[src/rtl/rirq_pkg.sv]
`timescale 1ns/1ps
package rirq_pkg;

    // Positions of the enable register bits.
    localparam int EN_DOT_BIT  = 4;
    localparam int EN_LINE_BIT = 5;
    localparam int EN_NMI_BIT  = 7;

    typedef struct packed {
        logic valid;   // last polled vblank condition
        logic flag;    // status flag
        logic hold;    // read-protect for one poll period
        logic pend;    // pending edge toward the CPU
        logic en;      // NMI enable
    } nmi_st_t;

    typedef struct packed {
        logic valid;   // last polled timer condition
        logic flag;    // status flag
        logic hold;    // read-protect for one poll period
        logic pend;    // pending edge toward the CPU
        logic dot_en;  // dot match enable
        logic line_en; // line match enable
    } irq_st_t;

endpackage

[src/rtl/rirq_poll_timer.sv]
`timescale 1ns/1ps
module rirq_poll_timer #(
    parameter int POLL_DIV = 4
) (
    input  logic clk,
    input  logic rst,
    output logic poll_o
);
    localparam int PW = (POLL_DIV > 2) ? $clog2(POLL_DIV) : 1;
    localparam logic [PW-1:0] LAST = PW'(POLL_DIV - 1);

    logic [PW-1:0] phase_d, phase_q;

    always_comb begin
        phase_d = (phase_q == LAST) ? '0 : phase_q + 1'b1;
    end

    always_ff @(posedge clk) begin
        if (rst) phase_q <= '0;
        else     phase_q <= phase_d;
    end

    assign poll_o = (phase_q == LAST);
endmodule

[src/rtl/rirq_cnt_history.sv]
`timescale 1ns/1ps
module rirq_cnt_history #(
    parameter int H_W      = 9,
    parameter int V_W      = 9,
    parameter int NMI_DLY  = 2,
    parameter int EDGE_DLY = 6,
    parameter int IRQ_DLY  = 10
) (
    input  logic           clk,
    input  logic           rst,
    input  logic [H_W-1:0] dot_i,
    input  logic [V_W-1:0] line_i,
    output logic [V_W-1:0] line_nmi_o,
    output logic [H_W-1:0] dot_edge_o,
    output logic [V_W-1:0] line_edge_o,
    output logic [H_W-1:0] dot_irq_o,
    output logic [V_W-1:0] line_irq_o
);
    localparam int MAX_A = (NMI_DLY > EDGE_DLY) ? NMI_DLY : EDGE_DLY;
    localparam int DEPTH = (MAX_A > IRQ_DLY) ? MAX_A : IRQ_DLY;

    logic [H_W-1:0] dot_d  [DEPTH];
    logic [H_W-1:0] dot_q  [DEPTH];
    logic [V_W-1:0] line_d [DEPTH];
    logic [V_W-1:0] line_q [DEPTH];

    // Stage k holds the counter value from k+1 clocks earlier.
    always_comb begin
        dot_d[0]  = dot_i;
        line_d[0] = line_i;
        for (int i = 1; i < DEPTH; i++) begin
            dot_d[i]  = dot_q[i-1];
            line_d[i] = line_q[i-1];
        end
    end

    always_ff @(posedge clk) begin
        if (rst) begin
            for (int i = 0; i < DEPTH; i++) begin
                dot_q[i]  <= '0;
                line_q[i] <= '0;
            end
        end else begin
            dot_q  <= dot_d;
            line_q <= line_d;
        end
    end

    generate
        if (NMI_DLY > 0) begin : g_nmi_tap
            assign line_nmi_o = line_q[NMI_DLY-1];
        end else begin : g_nmi_live
            assign line_nmi_o = line_i;
        end
        if (EDGE_DLY > 0) begin : g_edge_tap
            assign dot_edge_o  = dot_q[EDGE_DLY-1];
            assign line_edge_o = line_q[EDGE_DLY-1];
        end else begin : g_edge_live
            assign dot_edge_o  = dot_i;
            assign line_edge_o = line_i;
        end
        if (IRQ_DLY > 0) begin : g_irq_tap
            assign dot_irq_o  = dot_q[IRQ_DLY-1];
            assign line_irq_o = line_q[IRQ_DLY-1];
        end else begin : g_irq_live
            assign dot_irq_o  = dot_i;
            assign line_irq_o = line_i;
        end
    endgenerate
endmodule

[src/rtl/rirq_nmi_unit.sv]
`timescale 1ns/1ps
module rirq_nmi_unit
    import rirq_pkg::*;
#(
    parameter int V_W = 9
) (
    input  logic           clk,
    input  logic           rst,
    input  logic           poll,
    input  logic [V_W-1:0] line_dly,
    input  logic [V_W-1:0] last_line,
    input  logic           wr,
    input  logic           wr_en,
    input  logic           rd,
    input  logic           ack,
    output logic           flag_o,
    output logic           hold_o,
    output logic           pend_o,
    output logic           rd_val,
    output logic           ack_hit
);
    nmi_st_t st_d, st_q;
    logic    vblank_now;

    always_comb begin
        st_d       = st_q;
        vblank_now = (line_dly >= last_line);
        rd_val     = rd & st_q.flag;
        ack_hit    = ack & st_q.pend;

        // reads and acknowledges act on the registered state
        if (rd && !st_q.hold) st_d.flag = 1'b0;
        if (ack)              st_d.pend = 1'b0;

        // enable write
        if (wr) begin
            if (wr_en && !st_q.en && st_d.flag) st_d.pend = 1'b1;
            st_d.en = wr_en;
        end

        // poll
        if (poll) begin
            if (st_d.hold && st_d.en) st_d.pend = 1'b1;
            st_d.hold = 1'b0;
            if (vblank_now != st_d.valid) begin
                st_d.valid = vblank_now;
                st_d.flag  = vblank_now;
                if (vblank_now) st_d.hold = 1'b1;
            end
        end
    end

    always_ff @(posedge clk) begin
        if (rst) st_q <= '0;
        else     st_q <= st_d;
    end

    assign flag_o = st_q.flag;
    assign hold_o = st_q.hold;
    assign pend_o = st_q.pend;
endmodule

[src/rtl/rirq_irq_unit.sv]
`timescale 1ns/1ps
module rirq_irq_unit
    import rirq_pkg::*;
#(
    parameter int H_W = 9,
    parameter int V_W = 9
) (
    input  logic           clk,
    input  logic           rst,
    input  logic           poll,
    input  logic [H_W-1:0] dot_irq,
    input  logic [V_W-1:0] line_irq,
    input  logic [H_W-1:0] dot_edge,
    input  logic [V_W-1:0] line_edge,
    input  logic [H_W-1:0] h_cmp,
    input  logic [V_W-1:0] v_cmp,
    input  logic           wr,
    input  logic           wr_dot,
    input  logic           wr_line,
    input  logic           rd,
    input  logic           ack,
    input  logic           ext,
    input  logic           idis,
    output logic           flag_o,
    output logic           hold_o,
    output logic           pend_o,
    output logic           rd_val,
    output logic           ack_take,
    output logic           ack_hit
);
    irq_st_t st_d, st_q;
    logic    any_en, dot_ok, line_ok, not_field_end, cond;

    always_comb begin
        st_d     = st_q;
        rd_val   = rd & st_q.flag;
        ack_take = ack & (st_q.pend | ext);
        ack_hit  = ack_take & ~idis;

        // reads and acknowledges
        if (rd && !st_q.hold) begin
            st_d.flag = 1'b0;
            st_d.pend = 1'b0;
        end
        if (ack_take) st_d.pend = 1'b0;

        // enable write
        if (wr) begin
            st_d.dot_en  = wr_dot;
            st_d.line_en = wr_line;
            if (wr_line && !wr_dot && st_d.flag) begin
                st_d.pend = 1'b1;
            end else if (!wr_line && !wr_dot) begin
                st_d.flag = 1'b0;
                st_d.pend = 1'b0;
            end
        end

        // poll
        any_en        = st_d.dot_en | st_d.line_en;
        dot_ok        = !st_d.dot_en  || (dot_irq  == h_cmp);
        line_ok       = !st_d.line_en || (line_irq == v_cmp);
        not_field_end = (dot_edge != '0) || (line_edge != '0);
        cond          = any_en && dot_ok && line_ok && not_field_end;
        if (poll) begin
            st_d.hold = 1'b0;
            if (st_d.flag && any_en) st_d.pend = 1'b1;
            if (cond && !st_d.valid) begin
                st_d.flag = 1'b1;
                st_d.hold = 1'b1;
            end
            st_d.valid = cond;
        end
    end

    always_ff @(posedge clk) begin
        if (rst) st_q <= '0;
        else     st_q <= st_d;
    end

    assign flag_o = st_q.flag;
    assign hold_o = st_q.hold;
    assign pend_o = st_q.pend;
endmodule

[src/rtl/raster_irq_ctrl.sv]
`timescale 1ns/1ps
module raster_irq_ctrl
    import rirq_pkg::*;
#(
    parameter int H_W      = 9,
    parameter int V_W      = 9,
    parameter int POLL_DIV = 4,
    parameter int NMI_DLY  = 2,
    parameter int EDGE_DLY = 6,
    parameter int IRQ_DLY  = 10
) (
    input  logic           clk,
    input  logic           rst,
    input  logic [H_W-1:0] dot_cnt,
    input  logic [V_W-1:0] line_cnt,
    input  logic [V_W-1:0] last_line,
    input  logic [H_W-1:0] h_cmp,
    input  logic [V_W-1:0] v_cmp,
    input  logic           en_wr,
    input  logic [7:0]     en_wdata,
    input  logic           nmi_rd,
    output logic           nmi_rd_data,
    input  logic           tmr_rd,
    output logic           tmr_rd_data,
    input  logic           nmi_ack,
    output logic           nmi_ack_hit,
    input  logic           irq_ack,
    input  logic           irq_ext,
    input  logic           cpu_idis,
    output logic           irq_ack_hit,
    output logic           wait_release,
    output logic           nmi_req,
    output logic           irq_req
);
    logic           poll;
    logic [V_W-1:0] line_nmi;
    logic [H_W-1:0] dot_edge;
    logic [V_W-1:0] line_edge;
    logic [H_W-1:0] dot_irq;
    logic [V_W-1:0] line_irq;
    logic           wr_dot, wr_line, wr_nmi;
    logic           nmi_flag, nmi_hold, irq_flag, irq_hold;
    logic           irq_take;
    logic           unused_wbits;

    assign wr_dot       = en_wdata[EN_DOT_BIT];
    assign wr_line      = en_wdata[EN_LINE_BIT];
    assign wr_nmi       = en_wdata[EN_NMI_BIT];
    assign unused_wbits = ^{en_wdata[6], en_wdata[3:0], irq_hold};

    rirq_poll_timer #(.POLL_DIV(POLL_DIV)) u_poll (
        .clk(clk), .rst(rst), .poll_o(poll)
    );

    rirq_cnt_history #(
        .H_W(H_W), .V_W(V_W),
        .NMI_DLY(NMI_DLY), .EDGE_DLY(EDGE_DLY), .IRQ_DLY(IRQ_DLY)
    ) u_hist (
        .clk(clk), .rst(rst),
        .dot_i(dot_cnt), .line_i(line_cnt),
        .line_nmi_o(line_nmi),
        .dot_edge_o(dot_edge), .line_edge_o(line_edge),
        .dot_irq_o(dot_irq), .line_irq_o(line_irq)
    );

    rirq_nmi_unit #(.V_W(V_W)) u_nmi (
        .clk(clk), .rst(rst), .poll(poll),
        .line_dly(line_nmi), .last_line(last_line),
        .wr(en_wr), .wr_en(wr_nmi),
        .rd(nmi_rd), .ack(nmi_ack),
        .flag_o(nmi_flag), .hold_o(nmi_hold), .pend_o(nmi_req),
        .rd_val(nmi_rd_data), .ack_hit(nmi_ack_hit)
    );

    rirq_irq_unit #(.H_W(H_W), .V_W(V_W)) u_irq (
        .clk(clk), .rst(rst), .poll(poll),
        .dot_irq(dot_irq), .line_irq(line_irq),
        .dot_edge(dot_edge), .line_edge(line_edge),
        .h_cmp(h_cmp), .v_cmp(v_cmp),
        .wr(en_wr), .wr_dot(wr_dot), .wr_line(wr_line),
        .rd(tmr_rd), .ack(irq_ack), .ext(irq_ext), .idis(cpu_idis),
        .flag_o(irq_flag), .hold_o(irq_hold), .pend_o(irq_req),
        .rd_val(tmr_rd_data), .ack_take(irq_take), .ack_hit(irq_ack_hit)
    );

    assign wait_release = nmi_ack_hit | irq_take;
endmodule

[config.mk]
export PLATFORM = sky130hd
export DESIGN_NAME = raster_irq_ctrl
export DESIGN_NICKNAME = d
export VERILOG_FILES = /design/src/rtl/rirq_pkg.sv /design/src/rtl/rirq_poll_timer.sv /design/src/rtl/rirq_cnt_history.sv /design/src/rtl/rirq_nmi_unit.sv /design/src/rtl/rirq_irq_unit.sv /design/src/rtl/raster_irq_ctrl.sv
export SDC_FILE = /design/constraint.sdc
export NUM_CORES = 1
export LEC_CHECK = 0
export CAP_MARGIN = 20
export CORE_AREA = 2 2 137 139
export DETAILED_ROUTE_END_ITERATION = 8
export DIE_AREA = 0 0 139 141
export PLACE_DENSITY_LB_ADDON = 0.08
export SETUP_SLACK_MARGIN = 0.3
export SYNTH_ARGS = -nofsm -noshare
export SYNTH_HDL_FRONTEND = slang
export SYNTH_HIERARCHICAL = 1
export SYNTH_SLANG_ARGS = --single-unit
[constraint.sdc]
create_clock -name clk -period 2.85 [get_ports clk]
set_input_delay 0.855 -clock clk [delete_from_list [all_inputs] [get_ports clk]]
set_output_delay 0.855 -clock clk [all_outputs]
set_load 0.01 [all_outputs]
==> impl_metrics.json <==
{
  "synthDistinctLibCells": 33,
  "hold_path.startpoint": "u_hist/dot_d[26]",
  "fmax_ghz": 0.403,
  "crit_start": "irq_ext",
  "cts_tree": "yes",
  "place_hpwl_mm": 4.85,
  "first_iter_violations": 131,
  "syn_area_sq_um": 6430,
  "clock_skew_ns": 0.00582,
  "clk_latency_ns": 0.41,
  "post_cts_buffers": 0,
  "postSynthNetCount": 606,
  "finalCriticalPeriod_ns": 2.48,
  "endpoint_kind": "primary output",
  "postSynthAreaPerCell_sq_um": 12.1,
  "slew_headroom": 0.576,
  "slew_violations": 0,
  "nFillCells": 1723,
  "ant_nets": 0,
  "cts_buffers": 17,
  "vias": 3118,
  "hold_depth": 1,
  "combPwrFrac": 0.049,
  "grt_overflow": 0,
  "nets": 647,
  "die_y_microns": 141,
  "postCtsHoldBufs": 0,
  "die_width_microns": 139,
  "gp_congestion": 0.660,
  "outcome": "finished clean",
  "grt_pass1_vias": 2992,
  "synth-edff-count": 0,
  "critical_path_class": "in2out",
  "switching_share": 0.199,
  "arrival_ns": 1.63,
  "grtUsageTotal": 0.0906,
  "wl_per_cell_microns": 10.0,
  "rsz0062_at_grt": "false",
  "num_antenna_cells": 0,
  "grt_pass1_wl_mm": 14.1,
  "cts-root-buf": "clkbuf_16",
  "dr.pass1.iters": 4,
  "seq_area_frac_synth": 0.601,
  "synthFlopType": "dfxtp_1",
  "sequentialPowerShare": 0.536,
  "cp.required_ns": 2.00,
  "htree_levels": 4,
  "clock_path_buffers": 2,
  "core_sq_um": 18300,
  "crit_path_max_fanout": 2,
  "rrSetupSlack_ns": 0.90,
  "ys_ff_latch": 193,
  "p_int_uw": 4120,
  "hold_slack_ns": 0.432,
  "worstHoldEndpoint": "u_hist/dot_d[17]",
  "wl_mm": 8.21,
  "leakage_uw": 0.00297,
  "antenna_found_initial": 0,
  "avgViaCountPerCell": 3.81,
  "final_util": 0.416,
  "path_clk_slew_ns": 0.06,
  "clock_sinks": 193,
  "power_per_cell_area_nw_per_um2": 678,
  "std_cell_rows": 50,
  "floorplan.initialDensity": 0.352,
  "ys_warn_count": 6,
  "p_clk_frac": 0.416,
  "io_pins": 69,
  "p_sw_uw": 1020,
  "start_kind": "input port",
  "hold_violations": 0,
  "finalSetupViolations": 0,
  "tightest_slew_ns": 0.637,
  "syn_inst": 533,
  "grt_max_degree": 113,
  "r2r_start": "u_poll/phase_q[0]",
  "drv_cap": 0,
  "synthArstFlopShare": 0,
  "port_buffers": 63,
  "timing.final.crit_share": 0.871,
  "peakVddDrop_mv": 0.418,
  "die-area_sq_um": 19600,
  "area_growth_pct": 18.1,
  "route.detailed.drc": 0,
  "hold_class": "reg2reg",
  "rr_worst_depth": 6,
  "drive_gt1_frac": 0.251,
  "r2r-end": "u_irq/flag_o"
}
==> routing by layer <==
metal,up-vias,global-route usage,share of wire
met5,-,0,0
met4,0,0.0478,0.020
met3,15,0.0394,0.052
met2,57,0.134,0.44
met1,1337,0.112,0.49
li1,1709,-,-
==> logic make-up (layout without fill, tap and decap cells) <==
group	count (synthesis)	after routing	synth area share
simple gates	226	226	0.252
fa+ha+maj	11	11	0.0214
xor+xnor	18	18	0.0245
buf+inv	59	111	0.0740
mux	3	3	0.00467
flops	193	193	0.601
compound gates	23	23	0.0220
==> worst max-delay path by stage <==
| stage | to | slack, ns | depth (start not counted) |
|---|---|---|---|
| floorplan | u_nmi/flag_o | 0.45 | 10 |
| global placement | u_nmi/flag_o | -0.19 | 11 |
| detailed placement | u_nmi/flag_o | -0.24 | 10 |
| CTS | nmi_rd_data | 0.30 | 3 |
| global route | u_nmi/st_q[4] | 0.31 | 10 |
| finish | wait_release | 0.37 | 4 |
==> critical path: stages <==
cell	delay, ns
dlygate4sd2_1	0.23
o21a_1	0.19
or2_1	0.21
buf_2	0.14
==> placed cells by master, fill, tap and decap left out, drive strengths merged, types with 4 or more instances in the layout <==
cell type | Yosys | final
nor2b | 185 | 185
xor2 | 18 | 18
nand2 | 6 | 6
clkdlybuf4s50 | 0 | 54
nor4 | 6 | 6
nor3 | 5 | 5
o21ai | 5 | 5
a21oi | 7 | 7
buf | 47 | 8
clkinv | 0 | 4
inv | 12 | 12
nor2 | 10 | 10
dlygate4sd2 | 0 | 4
ha | 11 | 11
dfxtp | 193 | 193
nand2b | 4 | 4
clkbuf | 0 | 28
==> repair_timing <==
item / in CTS / in global routing
resized for setup: 19 / 14
cloned: 0 / 0
setup endpoints to repair: 7 / 4
pin swaps: 4 / 7
==> registers in the layout (all words and copies together) (netlist names) <==
signal	flops
u_poll/phase_q	2
u_irq/hold_o	1
u_hist/dot_irq_o	9
u_hist/line_edge_o	9
u_irq/st_q	3
u_nmi/hold_o	1
u_irq/pend_o	1
u_irq/flag_o	1
u_hist/line_d	63
u_hist/dot_edge_o	9
u_hist/line_nmi_o	9
u_hist/line_irq_o	9
u_nmi/pend_o	1
u_hist/dot_d	72
u_nmi/st_q	2
u_nmi/flag_o	1
==> power groups by stage <==
stage | clock [uW] | sequential (uW) | combinational [uW]
global route | 2350 | 2760 | 278
CTS | 2230 | 2760 | 248
finish | 2140 | 2760 | 250
detailed placement | 0 | 2820 | 247
global placement | 0 | 2820 | 243
floorplan | 0 | 2810 | 164
==> per-stage QoR <==
stage	area [sq um]	worst slack, ns	total power (uW)	cells	TNS [ns]
final	7590	0.368	5150	819	0
after global routing	7590	0.305	5390	819	0
after CTS	7520	0.303	5230	819	0
after detailed placement	6980	-0.245	3060	789	-0.768
after global placement	6980	-0.190	3060	789	-0.604
after floorplan	6430	0.446	2980	533	0
==> cell type report <==
| class | count | area [sq um] | share of cell area |
|---|---|---|---|
| sequential | 193 | 3860 | 0.509 |
| multi-input combinational | 281 | 2180 | 0.287 |
| timing repair buffer | 69 | 667 | 0.0879 |
| clock buffer | 25 | 515 | 0.0679 |
| tap | 234 | 293 | 0.0386 |
| inverter | 12 | 45.0 | 0.00593 |
| clock inverter | 5 | 27.5 | 0.00363 |
==> Yosys cell counts (3+ instances only) <==
master,count,area [sq um]
nor4_1,4,25.0
xor2_1,18,158
mux2i_1,3,30.0
buf_6,6,67.6
nor2b_1,94,588
nor2_1,10,37.5
a31oi_1,3,18.8
o21ai_1,3,15.0
inv_1,12,45.0
nand2b_1,4,25.0
dfxtp_1,193,3860
buf_12,6,120
a21oi_1,7,35.0
nand2_1,6,22.5
buf_4,27,203
and2_1,3,18.8
ha_1,11,138
a21o_1,3,22.5
nor3_1,4,20.0
nor2b_2,91,797
buf_2,8,40.0
Note: power is estimated with default switching activity, not from simulation.
